`src/rtl/sr_seq.sv`:
```
module sr_seq #(
  parameter int TRAS_CYC = 6,
  parameter int TXSR_CYC = 8
) (
  input  logic clk,
  input  logic rst_n,
  input  logic sleep_req,
  input  logic wake_req,
  input  logic banks_idle,
  input  logic clk_stable,
  output logic cke,
  output logic cs_n,
  output logic ras_n,
  output logic cas_n,
  output logic we_n,
  output logic busy,
  output logic done
);
  localparam int NOP_CYC = (TXSR_CYC < 2) ? 2 : TXSR_CYC;
  localparam int CNT_MAX = (TRAS_CYC > NOP_CYC) ? TRAS_CYC : NOP_CYC;
  localparam int CNT_W   = $clog2(CNT_MAX + 1);

  typedef enum logic [2:0] {
    S_IDLE, S_ENTER, S_IN_SR, S_WAIT_CLK, S_CKE_HIGH, S_XSR_NOP, S_DONE
  } st_t;

  st_t              st, st_nx;
  logic [CNT_W-1:0] cnt;
  logic             sleep_pend, wake_lat;
  logic             go_sleep, go_wake;

  assign go_sleep = (sleep_req | sleep_pend) & banks_idle;
  assign go_wake  = (st == S_IN_SR) && (cnt == '0) && (wake_req | wake_lat);

  always_comb begin
    st_nx = st;
    unique case (st)
      S_IDLE:     if (go_sleep) st_nx = S_ENTER;
      S_ENTER:    st_nx = S_IN_SR;
      S_IN_SR:    if (go_wake) st_nx = S_WAIT_CLK;
      S_WAIT_CLK: if (clk_stable) st_nx = S_CKE_HIGH;
      S_CKE_HIGH: st_nx = S_XSR_NOP;
      S_XSR_NOP:  if (cnt == '0) st_nx = S_DONE;
      S_DONE:     st_nx = S_IDLE;
      default:    st_nx = S_IDLE;
    endcase
  end

  always_ff @(posedge clk or negedge rst_n) begin
    if (!rst_n) begin
      st         <= S_IDLE;
      cnt        <= '0;
      sleep_pend <= 1'b0;
      wake_lat   <= 1'b0;
    end else begin
      st <= st_nx;

      if (st == S_IDLE)
        sleep_pend <= (sleep_req | sleep_pend) & ~banks_idle;
      else
        sleep_pend <= 1'b0;

      if (st == S_ENTER || st == S_IN_SR)
        wake_lat <= (wake_req | wake_lat) & ~go_wake;
      else
        wake_lat <= 1'b0;

      case (st)
        S_ENTER:    cnt <= CNT_W'(TRAS_CYC - 1);
        S_CKE_HIGH: cnt <= CNT_W'(NOP_CYC - 2);
        S_IN_SR, S_XSR_NOP: if (cnt != '0) cnt <= cnt - 1'b1;
        default:    cnt <= cnt;
      endcase
    end
  end

  wire entry = (st == S_ENTER);

  assign cke   = ~(entry || st == S_IN_SR || st == S_WAIT_CLK);
  assign cs_n  = 1'b0;
  assign ras_n = ~entry;
  assign cas_n = ~entry;
  assign we_n  = 1'b1;
  assign busy  = (st != S_IDLE);
  assign done  = (st == S_DONE);
endmodule

```
`config.mk`:
```
export PLATFORM = sky130hd
export DESIGN_NAME = sr_seq
export DESIGN_NICKNAME = d
export VERILOG_FILES = /design/src/rtl/sr_seq.sv
export SDC_FILE = /design/constraint.sdc
export NUM_CORES = 1
export LEC_CHECK = 0
export BUFFER_PORTS_ARGS = -buffer_cell sky130_fd_sc_hd__buf_4
export CAP_MARGIN = 20
export CORE_MARGIN = 3
export CORE_UTILIZATION = 45
export CTS_CLUSTER_DIAMETER = 150
export CTS_CLUSTER_SIZE = 10
export DETAILED_ROUTE_END_ITERATION = 10
export GPL_TIMING_DRIVEN = 0
export PLACE_DENSITY = 0.67
export SETUP_SLACK_MARGIN = 0.15
export SLEW_MARGIN = 20
export SYNTH_ARGS = -nofsm -noshare
export SYNTH_HDL_FRONTEND = slang
export SYNTH_SLANG_ARGS = --single-unit
```
`constraint.sdc`:
```
create_clock -name clk -period 1.4 [get_ports clk]
set_input_delay 0.28 -clock clk [delete_from_list [all_inputs] [get_ports clk]]
set_output_delay 0.28 -clock clk [all_outputs]
set_load 0.05 [all_outputs]
```
# Word level (Yosys, flattened, before mapping)
# Cells that the tools add are included.
# word_totals
register_bits	9
elab_cells	46
output_inout_bits	7
inputBits	6
# classes
add_sub_neg	1
bitwise	9
n_eq_ne	11
muxes	9
n_reduce_logical	12
# op_table
cell	count
3-bit case mux with 6 select lines	1
3-bit 2-to-1 mux	4
4-bit case mux with 3 select lines	1
2-bit != test, second input constant	5
3-bit equality test, second input constant	3
3-bit by 2-bit equality test with 1-bit output, second input constant	2
3-bit nonzero test	2
4-bit logical NOT	1
4-bit 2-to-1 mux	1
1-bit inverter	4
4-bit AND reduction	1
4-bit nonzero test	1
4-bit by 1-bit subtractor with 4-bit output, second input constant	1
1-bit bitwise AND	3
3-bit by 1-bit equality test with 1-bit output, second input constant	1
3-bit logical NOT	1
1-bit logical AND	2
1-bit logical OR	2
1-bit 2-to-1 mux	2
1-bit bitwise OR	2
2-bit AND reduction	1
2-bit OR reduction	1

# Depth between registers and ports, before layout
# Gate-level depths: netlist of the first run.
# depth
depth_word	6
depth_mapped	6
depth_no_buf	6

# Worst setup path after synthesis of the first run
# Ideal clock, no wire load.
# synth_timing
path_kind	reg-to-output
startpoint	register st[0]
endpoint	output port ras_n
setup_slack_ns	-0.364
stages_incl_launch_ff	5
path_buffers	2
required_time_ns	1.120
arrival_time_ns	1.484
path_cell_list	dfrtp_1 clkbuf_1 nor2b_1 nand2b_1 buf_4
# synth_via
elab_chain_cells	2
# synth_lines
element	line_no	rtl
start: declaration	27	st_t st, st_nx;
start signal: assignment	56	st <= st_nx;
3-bit by 1-bit equality test with 1-bit output	77	wire entry = (st == S_ENTER);
1-bit inverter	--	
end: declaration	13	output logic ras_n,
# No other way between the ends.

# Worst setup path after layout of the first run
# layout_timing
startpoint	register st[1]
endpoint	output port ras_n
# layout_via
elab_chain_cells	2
# layout_lines
element	line_no	rtl
3-bit by 1-bit equality test with 1-bit output	77	
1-bit inverter	81	assign ras_n = ~entry;
# No other way between the ends.

==> results of run 1 <==
==> cells in the final DEF, fill, tap and decap left out, types with 2 or more instances in the layout <==
master and instances:
nor2b_1 2, nor3_1 2, o21ai_0 5, dfrtp_2 4, or3_1 2, buf_4 16, conb_1 2, nand2_1 3
buf_6 7, a221oi_1 2, or2_2 2, nor2_1 6, clkbuf_4 3, buf_8 2, nand2b_1 3, a21oi_1 7
dfrtp_1 5, inv_2 3
==> routing by layer <==
metal	part of all wire	track usage	wire [µm]
met3	0.066	0.08537	116
met4	0.0023	0.05422	4
met1	0.45	0.2621	796
met5	0	0	0
met2	0.48	0.3140	851
==> final timing paths <==
path,start,endpoint,slack (ns),cells after the start
min reg2reg,sleep_pend$_DFF_PN0_,sleep_pend$_DFF_PN0_,0.58,2
max,st[1]$_DFFE_PN0P_,ras_n,-0.16,5
min in group asynchronous,rst_n,cnt[3]$_DFFE_PN0P_,0.39,2
min,banks_idle,sleep_pend$_DFF_PN0_,0.17,2
max reg2reg,st[0]$_DFFE_PN0P_,cnt[3]$_DFFE_PN0P_,-0.12,4
max in group asynchronous,rst_n,cnt[2]$_DFFE_PN0P_,0.85,2
==> worst register-to-register path, stage by stage, from the launching register on <==
cell and delay [ns]:
dfrtp_2 0.44, buf_4 0.16, or3b_4 0.42, a2111oi_4 0.31, a211o_1 0.14
==> flip-flops by register name (all words and copies together) (netlist names) <==
signal,flops
sleep_pend,1
cnt,4
st,3
wake_lat,1
==> timing repair <==
action | in CTS | in global routing
gates resized for setup | 17 | 9
hold buffers | 1 | 0
setup endpoints to repair | 11 | 10
endpoints found under the hold margin | 9 | 0
setup buffers | 8 | 1
pin swaps | 4 | 1
==> report_power, final <==
part	internal, mW	leakage, nW	switching [mW]	total [mW]
logic	1.02	0.312	1.12	2.14
registers	0.392	0.107	0.155	0.548
clock network	0.110	0.0150	0.0943	0.204
total	1.52	0.434	1.37	2.90
==> stage by stage <==
| stage | hold slack (ns) | instance area [µm²] | instances | util | worst slack (ns) |
|---|---|---|---|---|---|
| 2_1_floorplan | -0.01559 | 714.4 | 80 | - | 0.03187 |
| 3_3_place_gp | 0.1147 | 808.3 | 105 | 0.6060 | -0.09086 |
| 3_5_place_dp | 0.1142 | 808.3 | 105 | 0.6060 | -0.09824 |
| 4_1_cts | 0.1664 | 973.4 | 118 | 0.7298 | -0.1631 |
| 5_1_grt | 0.1597 | 1008 | 119 | 0.7561 | -0.2117 |
| 6_report | 0.1709 | 1008 | 119 | 0.7561 | -0.1630 |
==> cell families after synthesis <==
| logic type | Yosys count | share of synthesized area |
|---|---|---|
| flops | 9 | 0.3448 |
| simple gates | 34 | 0.2931 |
| other cells | 2 | 0.01150 |
| fa+ha+maj | 2 | 0.03831 |
| compound gates | 24 | 0.2414 |
| buf+inv | 9 | 0.07087 |
==> cell type report <==
class | count | area share
repair buffers | 20 | 0.1774
clock buffers | 4 | 0.02605
flip-flops and latches | 9 | 0.2283
well taps | 15 | 0.01861
plain buffers | 6 | 0.05955
multi-input cells | 62 | 0.4789
inverters | 3 | 0.01117
==> metrics.csv, run 1 <==
stage;metric;value;unit
floorplan;core area;0.001334;mm²
timing;Fin Clk Skew;0.005375;ns
timing;FMAX;0.6398;GHz
status;failing checks;setup timing;
timing;worst setup margin;-0.1630;ns
power_and_ir_drop;Total Power;2.895;mW
route;TritonRoute pass-1 iters;4;
yosys;synth top area cells;dfrtp_1, a21oi_1, o21ai_0, nor2_1, a221oi_1;
setup_path;CP Max Fanout;5;
cts;worst skew pair latency;0.26;ns
yosys;synthesized cell area;653.1;µm²
route;drt initial violations;5;
setup_path;worst endpoint required time;1.12;ns
setup_path;worst-path cell chain;buf_6 -> nor2b_4 -> nand2b_4 -> buf_6 -> buf_8;
yosys;Syn Area/Cell;8.164;µm²
finish;multi-input logic area;483.0;µm²
timing;Final Max Tran Viols;0;
cts;Inserted Clock Buffers;3;
floorplan;Initial Utilization;0.4897;
yosys;top cells by count, synth;dfrtp_1, a21oi_1, nor2_1;
flow_run;max_cap viols;0;
cts;CTS max path bufs;2;
yosys;ys async rst share;1.000;
global_route;initial antenna violation count;0;
power_and_ir_drop;pwr dens;2871;mW/mm²
setup_path;crit-path max cell delay;0.45;ns
finish;sequential cell area;230.2;µm²
yosys;number of flops mapped to enable cells by yosys;0;
cts;Worst-path clk slew;0.06;ns
setup_path;Crit path top cell by count;buf_6;
global_route;vias in the first global route;650;
timing;final hold vios;0;
timing;Period minus WS final;1.563;ns
timing;# setup viols final;10;
timing;Final Cycle Share;1.116;
finish;share of layout cells above drive strength 1;0.5000;
floorplan;io pins;13;
yosys;most common flop cell mapped by yosys;dfrtp_1;
placement;post-DP HPWL;1.083;mm
global_route;largest net degree at the start of global routing;11;
global_route;gr ovfl total;0;
route;WL/cell;14.86;µm
yosys;Post-Syn Instances;80;
floorplan;Die H;44.10;µm
global_route;first-pass GRT wire length;2.911;mm
cts;TritonCTS clock tree;yes;
yosys;#FFs+latches synth;9;
route;Via-to-Cell Ratio;5.706;
timing;RSZ-0062 raised after global routing;true;
setup_path;crit path DAT;1.28;ns
global_route;GRT Overall Usage;0.2035;
yosys;count leader, synth;dfrtp_1;
route;ANT nets after route;0;
power_and_ir_drop;Leakage;0.4336;nW
yosys;Yosys top cell area share;0.3448;
timing;TNS Setup;-1.017;ns
route;final wirelength;1.768;mm
yosys;Synth cell types;29;
floorplan;die footprint;0.001944;mm²
cts;Root Buffer;clkbuf_4;
yosys;sequential area share after synthesis;0.3448;
placement;number of port buffers;10;
finish;fin nets;113;
setup_path;Slowest cell on crit path;dfrtp_2;
finish;area grow syn2layout;54.41;%
route;DRC Markers;0;
finish;FILL cells;105;
yosys;warnings from Yosys;0;
setup_path;delay-heaviest family, CP;flip-flops;
hold_path;Hold Path Class;in2reg;
cts;htree depth;1;
status;status;finished, violations left;
power_and_ir_drop;Max VDD drop;1.454;mV
placement;RD Place Congestion;0.8183;
setup_path;CP endpoint kind;output pin;
setup_path;nature of the critical path startpoint;register;
finish;antenna cells;0;
cts;clock sinks;9;
setup_path;Crit Path Category;reg2out;
yosys;Post-Syn Nets;88;
floorplan;die width;44.10;µm
floorplan;Rows;13;
route;DR vias;679;
setup_path;Buf/Inv on CP;3;
yosys;leading area contributor after synthesis;dfrtp_1;
No activity file was read; power rests on OpenSTA's default activity.
==> run 2: changes to the inputs <==
- CORE_UTILIZATION: 45 -> 47
- PLACE_DENSITY: 0.67 -> 0.7
==> metrics.csv, run 2 (synthesis results as in run 1) <==
stage;metric;value;unit
status;status;finished, violations left;
status;failing checks;setup timing;
finish;multi-input logic area;519.2;µm²
finish;max FFs per register;4;
timing;Final Cycle Share;1.175;
setup_path;Slowest cell on crit path;dfrtp_2;
cts;CTS max path bufs;2;
floorplan;die footprint;0.001873;mm²
finish;share of layout cells above drive strength 1;0.5965;
hold_path;Hold Path Class;in2reg;
route;TritonRoute pass-1 iters;5;
cts;htree depth;1;
placement;number of port buffers;10;
finish;Final Non-Filler Cells;128;
cts;clock sinks;9;
route;final wirelength;2.816;mm
route;WL/cell;22.00;µm
floorplan;core area;0.001201;mm²
setup_path;worst-path cell chain;buf_8 -> nor3_4 -> inv_2 -> buf_8;
setup_path;Crit path top cell by count;buf_8;
cts;Inserted Clock Buffers;3;
hold_path;hold_sp;banks_idle;
power_and_ir_drop;Psw;1.697;mW
floorplan;Die H;43.28;µm
placement;Placed Cells;104;
setup_path;CP endpoint kind;output pin;
route;ANT nets after route;0;
route;DRC Markers;0;
setup_path;CP Max Fanout;8;
placement;post-DP HPWL;1.094;mm
finish;area grow syn2layout;74.71;%
flow_run;max_cap viols;0;
timing;# setup viols final;10;
timing;RSZ-0062 raised after global routing;true;
power_and_ir_drop;Max VDD drop;2.235;mV
cts;Root Buffer;clkbuf_4;
power_and_ir_drop;cell-internal power;1.811;mW
finish;FILL cells;36;
cts;TritonCTS clock tree;yes;
global_route;largest net degree at the start of global routing;11;
cts;Worst-path clk slew;0.07;ns
timing;worst setup margin;-0.2451;ns
global_route;gr ovfl total;0;
setup_path;worst endpoint required time;1.12;ns
finish;biggest regs;cnt: 4 flops, st: 3 flops;
setup_path;Register-to-Register Path Depth;6;
cts;worst skew pair latency;0.28;ns
global_route;GRT Overall Usage;0.2343;
route;DR vias;816;
timing;FMAX;0.6079;GHz
setup_path;nature of the critical path startpoint;register;
setup_path;flop2flop setup slack;-0.18;ns
setup_path;Crit Path Category;reg2out;
placement;Post-Place Cell Area;807.0;µm²
finish;most frequent cells in the layout;buf_4, buf_8, nor2_1;
floorplan;Initial Utilization;0.5437;
timing;Fin Clk Skew;0.002694;ns
floorplan;Rows;12;
power_and_ir_drop;pwr dens;3074;mW/mm²
timing;TNS Setup;-1.504;ns
finish;commonest non-fill, non-tap cell in the layout;buf_4;
finish;antenna cells;0;
power_and_ir_drop;sw frac;0.4837;
global_route;first-pass GRT wire length;3.187;mm
finish;Biggest register;cnt;
global_route;initial antenna violation count;0;
route;drt initial violations;45;
setup_path;crit path capture;busy;
setup_path;RR Startpoint;st[2]$_DFFE_PN0P_;
power_and_ir_drop;clock share of power;0.064;
finish;sequential cell area;230.2;µm²
finish;fin nets;123;
floorplan;io pins;13;
finish;final instance area;0.001141;mm²
route;Via-to-Cell Ratio;6.375;
timing;final hold vios;0;
placement;RD Place Congestion;0.7869;
setup_path;R2R Path End;st[0]$_DFFE_PN0P_;
global_route;vias in the first global route;664;
setup_path;crit path DAT;1.37;ns
setup_path;crit-path max cell delay;0.46;ns
floorplan;die width;43.28;µm
power_and_ir_drop;Leakage;0.4956;nW
finish;Final Util;0.9500;
timing;Final Max Tran Viols;0;
timing;Period minus WS final;1.645;ns
setup_path;crit path from;st[1]$_DFFE_PN0P_;
power_and_ir_drop;Seq pwr share;0.163;
power_and_ir_drop;Gate power share;0.773;
-- run 2: cell count changes in the layout (fill, tap and decap cells not counted), moves of 2 or more --
cell / previous run / this run
buf_8: 2 / 6
a21oi_2: 0 / 2
a21oi_1: 7 / 5
buf_4: 16 / 24
buf_6: 7 / 5
-- run 2: layout make-up --
cell class	instances	share of cell area
Multi-Input combinational cell	62	0.4550
Timing Repair Buffer	30	0.2325
Sequential cell	9	0.2018
Buffer	6	0.06250
Clock buffer	4	0.02303
Tap cell	14	0.01535
Inverter	3	0.009868
-- run 2: metal layers --
layer / up-vias / global-route usage / share of wire
met3: 19 / 0.08475 / 0.096
li1: 340 / - / -
met1: 390 / 0.2970 / 0.37
met5: - / 0 / 0
met2: 67 / 0.3687 / 0.49
met4: 0 / 0.06627 / 0.047
-- run 2: worst min path at each step --
stage	depth (start not counted)	to	slack [ns]
3_3_place_gp	1	cnt[3]$_DFFE_PN0P_	0.11
3_5_place_dp	1	cnt[3]$_DFFE_PN0P_	0.11
4_1_cts	2	sleep_pend$_DFF_PN0_	0.16
6_report	2	sleep_pend$_DFF_PN0_	0.17
2_1_floorplan	0	cnt[0]$_DFFE_PN0P_	-0.02
5_1_grt	2	sleep_pend$_DFF_PN0_	0.17
-- run 2: through the flow --
stage          hold slack [ns]  total power [mW]  worst slack (ns)
3_5_place_dp            0.1102             2.108           -0.1046
5_1_grt                 0.1653             3.641           -0.2604
2_1_floorplan         -0.01559             1.778           0.03187
3_3_place_gp            0.1126             2.080          -0.09558
4_1_cts                 0.1614             2.955           -0.1981
6_report                0.1693             3.507           -0.2451
-- run 2: timing repair --
action,in CTS,in global routing
hold buffers,1,0
buffers inserted,13,6
hold endpoints to repair,9,0
gates resized for setup,26,14
setup endpoints to repair,11,10
pin swaps,3,2
-- run 2: power by group through the flow --
stage / Sequential (mW) / Combinational (mW) / Clock (mW)
after floorplan: 0.525 / 1.25 / 0
after global placement: 0.568 / 1.51 / 0
after detailed placement: 0.574 / 1.53 / 0
after CTS: 0.531 / 2.21 / 0.217
after global routing: 0.581 / 2.83 / 0.232
final: 0.572 / 2.71 / 0.223
-- run 2: worst max-delay path, delay by kind of cell, from the launching register on --
kind	cells	cell delay (ns)
DFF	1	0.46
buffers and inverters	3	0.41
and+or+nand+nor	1	0.21
==> run 3: changes to the inputs <==
- CORE_MARGIN: 3 -> unset
- SLEW_MARGIN: 20 -> 25
==> metrics.csv, run 3 (synthesis results as in run 1) <==
stage;metric;value;unit
status;status;finished, violations left;
status;failing checks;setup timing;
finish;Biggest register;cnt;
finish;most frequent cells in the layout;buf_4, nor2_1, a21oi_1;
flow_run;max_cap viols;0;
global_route;vias in the first global route;612;
cts;Inserted Clock Buffers;3;
finish;sequential cell area;230.2;µm²
timing;final hold vios;0;
route;drt initial violations;26;
finish;area grow syn2layout;60.92;%
global_route;initial antenna violation count;0;
route;Via-to-Cell Ratio;5.742;
route;WL/cell;15.95;µm
placement;RD Place Congestion;0.8157;
cts;worst skew pair latency;0.27;ns
timing;TNS Setup;-1.083;ns
finish;multi-input logic area;489.2;µm²
route;final wirelength;1.978;mm
setup_path;worst endpoint required time;1.12;ns
route;metal3 WL;119;µm
global_route;gr ovfl total;0;
route;met2 wire len;928;µm
route;ANT nets after route;0;
timing;RSZ-0062 raised after global routing;true;
finish;antenna cells;0;
global_route;GRT Overall Usage;0.2825;
finish;FILL cells;85;
finish;share of layout cells above drive strength 1;0.5321;
timing;Period minus WS final;1.573;ns
setup_path;crit path DAT;1.29;ns
hold_path;Hold Path Class;in2reg;
route;DRC Markers;0;
floorplan;Die H;39.28;µm
finish;commonest non-fill, non-tap cell in the layout;buf_4;
cts;CTS max path bufs;2;
finish;Final Util;0.8077;
cts;Worst-path clk slew;0.07;ns
timing;Final Max Tran Viols;0;
timing;worst setup margin;-0.1730;ns
finish;max FFs per register;4;
cts;TritonCTS clock tree;yes;
route;TritonRoute pass-1 iters;4;
finish;fin nets;118;
placement;number of port buffers;10;
floorplan;Initial Utilization;0.5019;
setup_path;CP endpoint kind;output pin;
finish;biggest regs;cnt: 4 flops, st: 3 flops;
setup_path;CP Max Fanout;5;
floorplan;core area;0.001301;mm²
setup_path;nature of the critical path startpoint;register;
route;met1 WL;893;µm
setup_path;Crit Path Category;reg2out;
cts;Root Buffer;clkbuf_4;
cts;clock sinks;9;
timing;Fin Clk Skew;0.001152;ns
floorplan;io pins;13;
global_route;first-pass GRT wire length;2.780;mm
global_route;largest net degree at the start of global routing;11;
floorplan;die footprint;0.001543;mm²
floorplan;Rows;13;
cts;htree depth;1;
floorplan;die width;39.28;µm
route;top sig layer;met4;
timing;Final Cycle Share;1.124;
route;DR vias;712;
timing;FMAX;0.6357;GHz
placement;post-DP HPWL;1.051;mm
timing;# setup viols final;10;
==> run 3: metrics by stage <==
| step | area [µm²] | std cells | setup slack (ns) | hold slack, ns |
|---|---|---|---|---|
| 2_1_floorplan | 714.4 | 80 | 0.03187 | -0.01559 |
| 3_3_place_gp | 808.3 | 105 | -0.1030 | 0.1157 |
| 3_5_place_dp | 808.3 | 105 | -0.09936 | 0.1139 |
| 4_1_cts | 992.2 | 121 | -0.1806 | 0.1629 |
| 5_1_grt | 1051 | 124 | -0.2212 | 0.1629 |
| 6_report | 1051 | 124 | -0.1730 | 0.1650 |
==> run 3: worst max-delay path, cell delays in order (launching register included) <==
cell and delay, ns:
dfrtp_2 0.41, buf_8 0.13, nor2b_4 0.17, nand2b_4 0.06, buf_6 0.11, buf_8 0.14
==> run 3: what timing repair did <==
| item | CTS | global route |
|---|---|---|
| buffers inserted | 11 | 3 |
| gates resized for setup | 16 | 10 |
| endpoints found under the setup margin | 11 | 10 |
| endpoints found under the hold margin | 9 | 0 |
| hold buffers | 1 | 0 |
| pin swaps | 6 | 4 |
==> run 3: routing by layer <==
metal,up-vias,global-route usage
li1,338,-
met1,341,0.3643
met2,27,0.4417
met3,6,0.05682
met4,0,0.1466
met5,-,0
==> run 3: path summary, 6_finish.rpt <==
check                                     start              endpoint  slack, ns  depth (start not counted)
setup / recovery              st[0]$_DFFE_PN0P_                 ras_n      -0.17                          5
hold / removal                       banks_idle  sleep_pend$_DFF_PN0_       0.17                          2
setup reg to reg              st[0]$_DFFE_PN0P_    cnt[3]$_DFFE_PN0P_      -0.11                          4
hold reg to reg            sleep_pend$_DFF_PN0_  sleep_pend$_DFF_PN0_       0.56                          2
max in group asynchronous                 rst_n     st[1]$_DFFE_PN0P_       0.88                          2
min in group asynchronous                 rst_n     st[2]$_DFFE_PN0P_       0.37                          2
==> run 3: cell type report <==
class,count,area share
repair buffers,25,0.1988
well taps,15,0.01786
inverters,3,0.01071
multi-input cells,62,0.4655
flip-flops and latches,9,0.2190
plain buffers,6,0.06310
clock buffers,4,0.02500
Power of run 3 is left out: the tool's default activity adds up to more than one toggle a clock period on the data nets, which glitch-free logic cannot reach.
